`config.mk`:
```
export PLATFORM = sky130hd
export DESIGN_NAME = adc_seq_ctrl
export DESIGN_NICKNAME = d
export VERILOG_FILES = /design/src/rtl/adc_seq_pkg.sv /design/src/rtl/adc_trig_sel.sv /design/src/rtl/adc_conv_timer.sv /design/src/rtl/adc_seq_ctrl.sv
export SDC_FILE = /design/constraint.sdc
export NUM_CORES = 1
export LEC_CHECK = 0
export CAP_MARGIN = 30
export CORE_AREA = 2 2 48 50
export CTS_CLUSTER_SIZE = 14
export DETAILED_ROUTE_END_ITERATION = 12
export DIE_AREA = 0 0 50 52
export PLACE_DENSITY = 0.86
export SETUP_SLACK_MARGIN = 0.02
export SYNTH_ARGS = -nofsm -noshare
export SYNTH_HDL_FRONTEND = slang
export SYNTH_HIERARCHICAL = 1
export SYNTH_SLANG_ARGS = --single-unit
```
`constraint.sdc`:
```
create_clock -name clk_i -period 4.8 [get_ports clk_i]
set_input_delay 0.96 -clock clk_i [delete_from_list [all_inputs] [get_ports clk_i]]
set_output_delay 0.96 -clock clk_i [all_outputs]
set_load 0.05 [all_outputs]
```
`src/rtl/adc_seq_pkg.sv`:
```
package adc_seq_pkg;
  function automatic int cnt_width(input int n);
    return (n > 1) ? $clog2(n) : 1;
  endfunction
endpackage

```
`src/rtl/adc_trig_sel.sv`:
```
module adc_trig_sel
  import adc_seq_pkg::*;
#(
  parameter int NUM_TRIG = 4,
  localparam int NUM_SRC = NUM_TRIG + 1,
  localparam int SEL_W   = cnt_width(NUM_SRC)
) (
  input  logic                clk_i,
  input  logic                rst_ni,
  input  logic [NUM_TRIG-1:0] trig_i,
  input  logic                flag_i,
  input  logic [SEL_W-1:0]    sel_i,
  output logic                rise_o
);
  logic [NUM_SRC-1:0] src;
  logic               sel_lvl;
  logic               prev_q;

  assign src = {flag_i, trig_i};

  always_comb begin
    sel_lvl = 1'b0;
    for (int i = 0; i < NUM_SRC; i++) begin
      if (sel_i == SEL_W'(i)) sel_lvl = src[i];
    end
  end

  always_ff @(posedge clk_i or negedge rst_ni) begin
    if (!rst_ni) prev_q <= 1'b0;
    else         prev_q <= sel_lvl;
  end

  assign rise_o = sel_lvl & ~prev_q;
endmodule

```
`src/rtl/adc_conv_timer.sv`:
```
module adc_conv_timer
  import adc_seq_pkg::*;
#(
  parameter int PRESC_DIV = 8,
  parameter int CONV_CLKS = 13,
  localparam int PW = cnt_width(PRESC_DIV),
  localparam int CW = cnt_width(CONV_CLKS)
) (
  input  logic clk_i,
  input  logic rst_ni,
  input  logic clear_i,
  input  logic run_i,
  output logic last_o
);
  localparam logic [CW-1:0] CMAX = CW'(CONV_CLKS - 1);

  logic [PW-1:0] presc_q;
  logic [CW-1:0] cnt_q;
  logic          tick;

  generate
    if (PRESC_DIV > 1) begin : g_div
      localparam logic [PW-1:0] PMAX = PW'(PRESC_DIV - 1);
      always_ff @(posedge clk_i or negedge rst_ni) begin
        if (!rst_ni)      presc_q <= '0;
        else if (clear_i) presc_q <= '0;
        else if (run_i)   presc_q <= (presc_q == PMAX) ? '0 : presc_q + 1'b1;
      end
      assign tick = run_i & (presc_q == PMAX);
    end else begin : g_nodiv
      assign presc_q = '0;
      assign tick    = run_i;
    end
  endgenerate

  always_ff @(posedge clk_i or negedge rst_ni) begin
    if (!rst_ni)      cnt_q <= '0;
    else if (clear_i) cnt_q <= '0;
    else if (tick)    cnt_q <= (cnt_q == CMAX) ? '0 : cnt_q + 1'b1;
  end

  assign last_o = tick & (cnt_q == CMAX);

  // the count never passes its limit
  assert_cnt_range_R2: assert property (@(posedge clk_i) disable iff (!rst_ni)
    cnt_q <= CMAX);
endmodule

```
`src/rtl/adc_seq_ctrl.sv`:
```
module adc_seq_ctrl
  import adc_seq_pkg::*;
#(
  parameter int NUM_TRIG  = 4,
  parameter int CH_W      = 6,
  parameter int PRESC_DIV = 8,
  parameter int CONV_CLKS = 13,
  localparam int SEL_W    = cnt_width(NUM_TRIG + 1)
) (
  input  logic                clk_i,
  input  logic                rst_ni,
  input  logic                en_i,
  input  logic                start_set_i,
  input  logic                auto_en_i,
  input  logic [SEL_W-1:0]    trig_sel_i,
  input  logic [NUM_TRIG-1:0] trig_i,
  input  logic [CH_W-1:0]     chan_i,
  input  logic                flag_clr_i,
  input  logic                irq_en_i,
  output logic                busy_o,
  output logic                conv_start_o,
  output logic                presc_rst_o,
  output logic [CH_W-1:0]     chan_o,
  output logic                done_o,
  output logic                flag_o,
  output logic                irq_o
);
  logic busy_q, flag_q, done_q, start_q, prst_q;
  logic [CH_W-1:0] chan_q;
  logic trig_rise, start_go, finish, abort, conv_last;

  adc_trig_sel #(.NUM_TRIG(NUM_TRIG)) u_trig (
    .clk_i  (clk_i),
    .rst_ni (rst_ni),
    .trig_i (trig_i),
    .flag_i (flag_q),
    .sel_i  (trig_sel_i),
    .rise_o (trig_rise)
  );

  adc_conv_timer #(.PRESC_DIV(PRESC_DIV), .CONV_CLKS(CONV_CLKS)) u_timer (
    .clk_i   (clk_i),
    .rst_ni  (rst_ni),
    .clear_i (start_go | ~en_i),
    .run_i   (busy_q),
    .last_o  (conv_last)
  );

  assign start_go = en_i & ~busy_q & (start_set_i | (auto_en_i & trig_rise));
  assign finish   = en_i & busy_q & conv_last;
  assign abort    = ~en_i & busy_q;

  always_ff @(posedge clk_i or negedge rst_ni) begin
    if (!rst_ni) begin
      busy_q  <= 1'b0;
      done_q  <= 1'b0;
      start_q <= 1'b0;
      prst_q  <= 1'b0;
      chan_q  <= '0;
    end else begin
      start_q <= start_go;
      prst_q  <= start_go | abort;
      done_q  <= finish;
      if (!en_i)         busy_q <= 1'b0;
      else if (start_go) busy_q <= 1'b1;
      else if (finish)   busy_q <= 1'b0;
      if (start_go) chan_q <= chan_i;
    end
  end

  // completion sets, write-1 clears; set wins a tie
  always_ff @(posedge clk_i or negedge rst_ni) begin
    if (!rst_ni)         flag_q <= 1'b0;
    else if (finish)     flag_q <= 1'b1;
    else if (flag_clr_i) flag_q <= 1'b0;
  end

  assign busy_o       = busy_q;
  assign conv_start_o = start_q;
  assign presc_rst_o  = prst_q;
  assign chan_o       = chan_q;
  assign done_o       = done_q;
  assign flag_o       = flag_q;
  assign irq_o        = flag_q & irq_en_i;

  assert_start_pulse_R1: assert property (@(posedge clk_i) disable iff (!rst_ni)
    $rose(busy_o) |-> conv_start_o && presc_rst_o);
  assert_done_after_busy_R2: assert property (@(posedge clk_i) disable iff (!rst_ni)
    done_o |-> !busy_o && $past(busy_o));
  assert_disable_stops_R4: assert property (@(posedge clk_i) disable iff (!rst_ni)
    !en_i |=> !busy_o && !done_o);
  assert_chan_held_R5: assert property (@(posedge clk_i) disable iff (!rst_ni)
    busy_o && $past(busy_o) |-> $stable(chan_o));
  assert_flag_on_done_R10: assert property (@(posedge clk_i) disable iff (!rst_ni)
    done_o |-> flag_o);
endmodule

```
* Word level (Yosys, flattened, before mapping)
Cells that the tools add are included.
Word-level totals: bits in registers 19, bits of input ports 20, output and inout port bits 12, logic and storage cells 54
Operators by class: add/subtract/negate cells 2, equal/unequal tests 7, mux-type cells 16, bitwise operators 16, reductions and logical operators 4
Operator list (number):
- $mux W4 | 3
- $and A1 B1 Y1 | 10
- $mux W1 | 10
- $mux W3 | 3
- $eq A3 B2 Y1 const B | 2
- $eq A3 B3 Y1 const B | 2
- $reduce_bool A2 Y1 | 3
- $add A4 B1 Y4 const B | 1
- $eq A4 B4 Y1 const B | 1
- $add A3 B1 Y3 const B | 1
- $eq A3 B1 Y1 const B | 1
- $logic_not A3 Y1 | 1
- $ne A3 B1 Y1 const B | 1
- $not A1 Y1 | 3
- $or A1 B1 Y1 | 3

* Logic depth before layout (Yosys ltp)
depth after elaboration 12, depth in mapped cells 6, depth with buffers taken out 6

* Cells and area by module
The synthesis kept the hierarchy.
By module, submodules not included:
- adc_seq_ctrl | times used 1, cells an instance 28, area an instance 420.4 µm²
- adc_conv_timer | times used 1, cells an instance 39, area an instance 389.1 µm²
- adc_trig_sel | times used 1, cells an instance 8, area an instance 82.6 µm²

* Worst setup path after synthesis
OpenSTA, ideal clock, no wires.
kind input -> register, from in trig_sel_i[0], to reg chan_q[0] (netlist: chan_o[0]), setup time 0.125 ns, arrival 2.348 ns, required time 4.675 ns, path slack 2.327 ns, stages 5, path buffers 0, cell sequence or4bb_1 > a31oi_1 > a21oi_1 > nor3_4 > mux2_2
Between the ends: longest elaborated chain between the ends 10, elaborated cells between the ends (all ways) 14
Ends and longest elaborated chain:
- from (decl) | RTL line adc_seq_ctrl.sv:15 | input logic [SEL_W-1:0] trig_sel_i,
- $logic_not A3 Y1 | RTL line adc_trig_sel.sv:24 | if (sel_i == SEL_W'(i)) sel_lvl = src[i];
- $mux W1 (4 in a row) | RTL line adc_trig_sel.sv:24
- $mux W1 * | RTL line adc_trig_sel.sv:24
- $and A1 B1 Y1 * | RTL line adc_trig_sel.sv:33 | assign rise_o = sel_lvl & ~prev_q;
- net trig_rise | RTL line adc_seq_ctrl.sv:30 | logic trig_rise, start_go, finish, abort, conv_last;
- $and A1 B1 Y1 * | RTL line adc_seq_ctrl.sv:49 | assign start_go = en_i & ~busy_q & (start_set_i | (auto_en_i & trig_rise));
- $or A1 B1 Y1 * | RTL line adc_seq_ctrl.sv:49
- $and A1 B1 Y1 * | RTL line adc_seq_ctrl.sv:49
- net start_go | RTL line adc_seq_ctrl.sv:30
- to (signal assigned) | RTL line adc_seq_ctrl.sv:67 | if (start_go) chan_q <= chan_i;
- to (decl) | RTL line adc_seq_ctrl.sv:29 | logic [CH_W-1:0] chan_q;
Mark *: on every way through the listed nets, which the timed path passes. The rest lies on a longest branch. A chain may end at the register's enable or synchronous reset.

* Final worst setup path
from in irq_en_i, to out irq_o
Between the ends: longest elaborated chain between the ends 1
Ends and longest elaborated chain:
- from (decl) | RTL line adc_seq_ctrl.sv:19 | input logic irq_en_i,
- $and A1 B1 Y1 | RTL line adc_seq_ctrl.sv:84 | assign irq_o = flag_q & irq_en_i;
- to (decl) | RTL line adc_seq_ctrl.sv:26 | output logic irq_o
No other way between the ends.

==> impl_metrics.env <==
export IMPL_worst_ir_drop_vdd_v=0.000292
export IMPL_nFillCells=169
export IMPL_synth_seq_cells=19
export IMPL_fmax_ghz=0.302
export IMPL_slew_violations=0
export IMPL_detail_route_wl_per_cell_um=12.9
export IMPL_ios=32
export IMPL_design_area_um2=1260
export IMPL_muxShareOfSynthArea=0.133
export IMPL_overflow=0
export IMPL_worstReg2RegStart="flag_o"
export IMPL_seq_area_frac_synth=0.533
export IMPL_synth_top_family_by_area="simple AND/OR/NAND/NOR gates"
export IMPL_numClockSinks=19
export IMPL_drive_above_1_share=0.128
export IMPL_die_x_um=50
export IMPL_ys_warn_count=6
export IMPL_power_uw=377
export IMPL_cp_startpoint="irq_en_i"
export IMPL_antenna_found_initial=0
export IMPL_dpl_worst_slack_ns=1.47
export IMPL_grt_max_degree=20
export IMPL_endpoint="irq_o"
export IMPL_clkTransAtPathRegs_ns=0.10
export IMPL_synthSimpleGateAreaFrac=0.156
export IMPL_start_util=0.424
export IMPL_hold_viol=0
export IMPL_yosysUniqueCellTypes=26
export IMPL_outcome="finished, final reports clean"
export IMPL_r2r_setup_slack_ns=2.66
export IMPL_io_buffers=31
export IMPL_final_seq_area_um2=475
export IMPL_cts_buffers=3
export IMPL_grt_pass1_vias=730
export IMPL_cap_viol_max_count=0
export IMPL_rows=17
export IMPL_cellPowerDensity_nw_per_um2=300
export IMPL_finalNetCount=134
export IMPL_fin_skew_ns=0.00175
export IMPL_post_cts_buffers=0
export IMPL_synth_xor_area_frac=0
export IMPL_crit_path_max_fanout=1
export IMPL_place_congestion=0.757
export IMPL_syn_avg_cell_area_um2=11.9
export IMPL_first_pass_iters=4
export IMPL_dp_hpwl_mm=1.43
export IMPL_dr_wl_met3_um=87
export IMPL_synth_compound_area_share=0.0968
export IMPL_wirelength_mm=1.76
export IMPL_fp_coreArea_um2=2110
export IMPL_setup_viol=0
export IMPL_min_period_over_period=0.690
export IMPL_dieArea_um2=2600
export IMPL_tightest_slew_ns=0.833
export IMPL_setup_ws_ns=1.49
export IMPL_ctsHoldBuffers=0
export IMPL_n_antenna_cell=0
export IMPL_min_path_cells=1
export IMPL_synthAdderAreaFrac=0.0561
export IMPL_final_cell_mix="31 x clkdlybuf4s50_1, 19 x dfrtp_1, 7 x mux2_2"
export IMPL_h_tree_depth=1
export IMPL_layout_commonest_cell="clkdlybuf4s50_1"
export IMPL_area_growth_syn_to_layout_pct=40.8
export IMPL_cp_arrival_ns=2.35
export IMPL_place_area_um2=1230
export IMPL_multiInputGateArea_um2=394
export IMPL_via_count=686
export IMPL_final_setup_tns_ns=0
export IMPL_ant_nets=0
export IMPL_syn_nets=99
export IMPL_wl_met2_um=964
export IMPL_clock_latency_ns=0.28
export IMPL_drcViolationCount=0
export IMPL_cts_resized=0
export IMPL_slew_headroom=0.443
export IMPL_avgViaCountPerCell=5.01
export IMPL_timing_rr_end="u_timer/cnt_q[2]"
export IMPL_drt_iter0_drc=8
export IMPL_fp_dieH_um=52
export IMPL_worstRegToRegCells=5
export IMPL_clock_root_buffer="clkbuf_4"
export IMPL_synth_cell_area_um2=892
export IMPL_grt_total_usage=0.151
export IMPL_power_leakage_uw=0.000542
export IMPL_cp_required_ns=3.84
export IMPL_syn_instance_count=75
export IMPL_grt_pass1_wl_mm=2.91
export IMPL_cts_tree="yes"
export IMPL_met1Wirelength_um=709
export IMPL_endpoint_kind="output port"
export IMPL_path_class="in2out"
export IMPL_min_period_ns=3.31
export IMPL_clockBufferDepth=2
export IMPL_start_kind="primary input"
export IMPL_rsz0062_at_grt="no"
export IMPL_min_delay_path_class="reg2reg"
export IMPL_topRoutingLayerUsed="met3"
[power breakdown]
part	switching [uW]	internal [uW]
Sequential	10.3	174
Clock	45.4	32.3
Combinational	66.5	48.9
[per-stage QoR]
step	hold slack (ns)	util	instances
finish	0.520	0.597	137
global route	0.538	0.597	137
CTS	0.528	0.597	137
detailed placement	0.496	0.584	133
global placement	0.489	0.584	133
floorplan	0.490	-	75
[cells in the mapped netlist]
cell type	n	area share
a31oi_1	2	0.014
nand3b_1	1	0.0084
nand3_1	2	0.011
nand2_1	4	0.017
nor3_4	1	0.018
nand3_4	1	0.020
a21o_2	1	0.0098
buf_4	1	0.0084
mux2_2	7	0.088
and3_2	1	0.0084
and2_1	1	0.0070
o21ai_0	2	0.011
a211oi_1	1	0.0084
or4_1	1	0.0084
a21o_1	1	0.0084
a21oi_1	6	0.034
a311o_1	1	0.011
nor2_1	6	0.025
dfrtp_1	19	0.53
mux2i_1	4	0.045
nor3_1	1	0.0056
or4bb_1	1	0.013
nor2b_1	1	0.0070
inv_1	4	0.017
ha_1	4	0.056
or3_1	1	0.0070
[logic make-up (layout without fill, tap and decap cells)]
kind of cell	Yosys count	in the layout
flops	19	19
mux	11	11
compound gates	14	14
simple gates	22	22
buf+inv	5	39
fa+ha+maj	4	4
[critical path, stage by stage]
cell and delay, ns:
clkdlybuf4s50_1 0.46, and2_1 0.12, clkdlybuf4s50_1 0.80
[registers in the layout, indices dropped and copies added, names as in the netlist]
signal and cells:
u_trig/prev_q 1, done_o 1, flag_o 1, u_timer/cnt_q 4, u_timer/presc_q 3, presc_rst_o 1, chan_o 6, busy_o 1
conv_start_o 1
[how the worst min path moves through the flow]
stage                            start                  to  slack [ns]
finish                       chan_o[0]           chan_o[0]        0.52
detailed placement           chan_o[0]           chan_o[0]        0.50
CTS                          chan_o[0]           chan_o[0]        0.53
global placement             chan_o[4]           chan_o[4]        0.49
global route                 chan_o[0]           chan_o[0]        0.54
floorplan           u_timer/presc_q[1]  u_timer/presc_q[1]        0.49
[area by class of cell]
cell class | instances | share of cell area
tap | 28 | 0.0279
inverter | 4 | 0.0120
sequential | 19 | 0.378
timing repair buffer | 31 | 0.247
clock buffer | 4 | 0.0209
multi-input combinational | 51 | 0.314
[routing by layer]
layer	track usage	up-vias
met5	0	-
met4	0.0694	0
met3	0.0230	0
met2	0.294	19
met1	0.156	330
li1	-	337
Power figures use the tool's default switching activity.
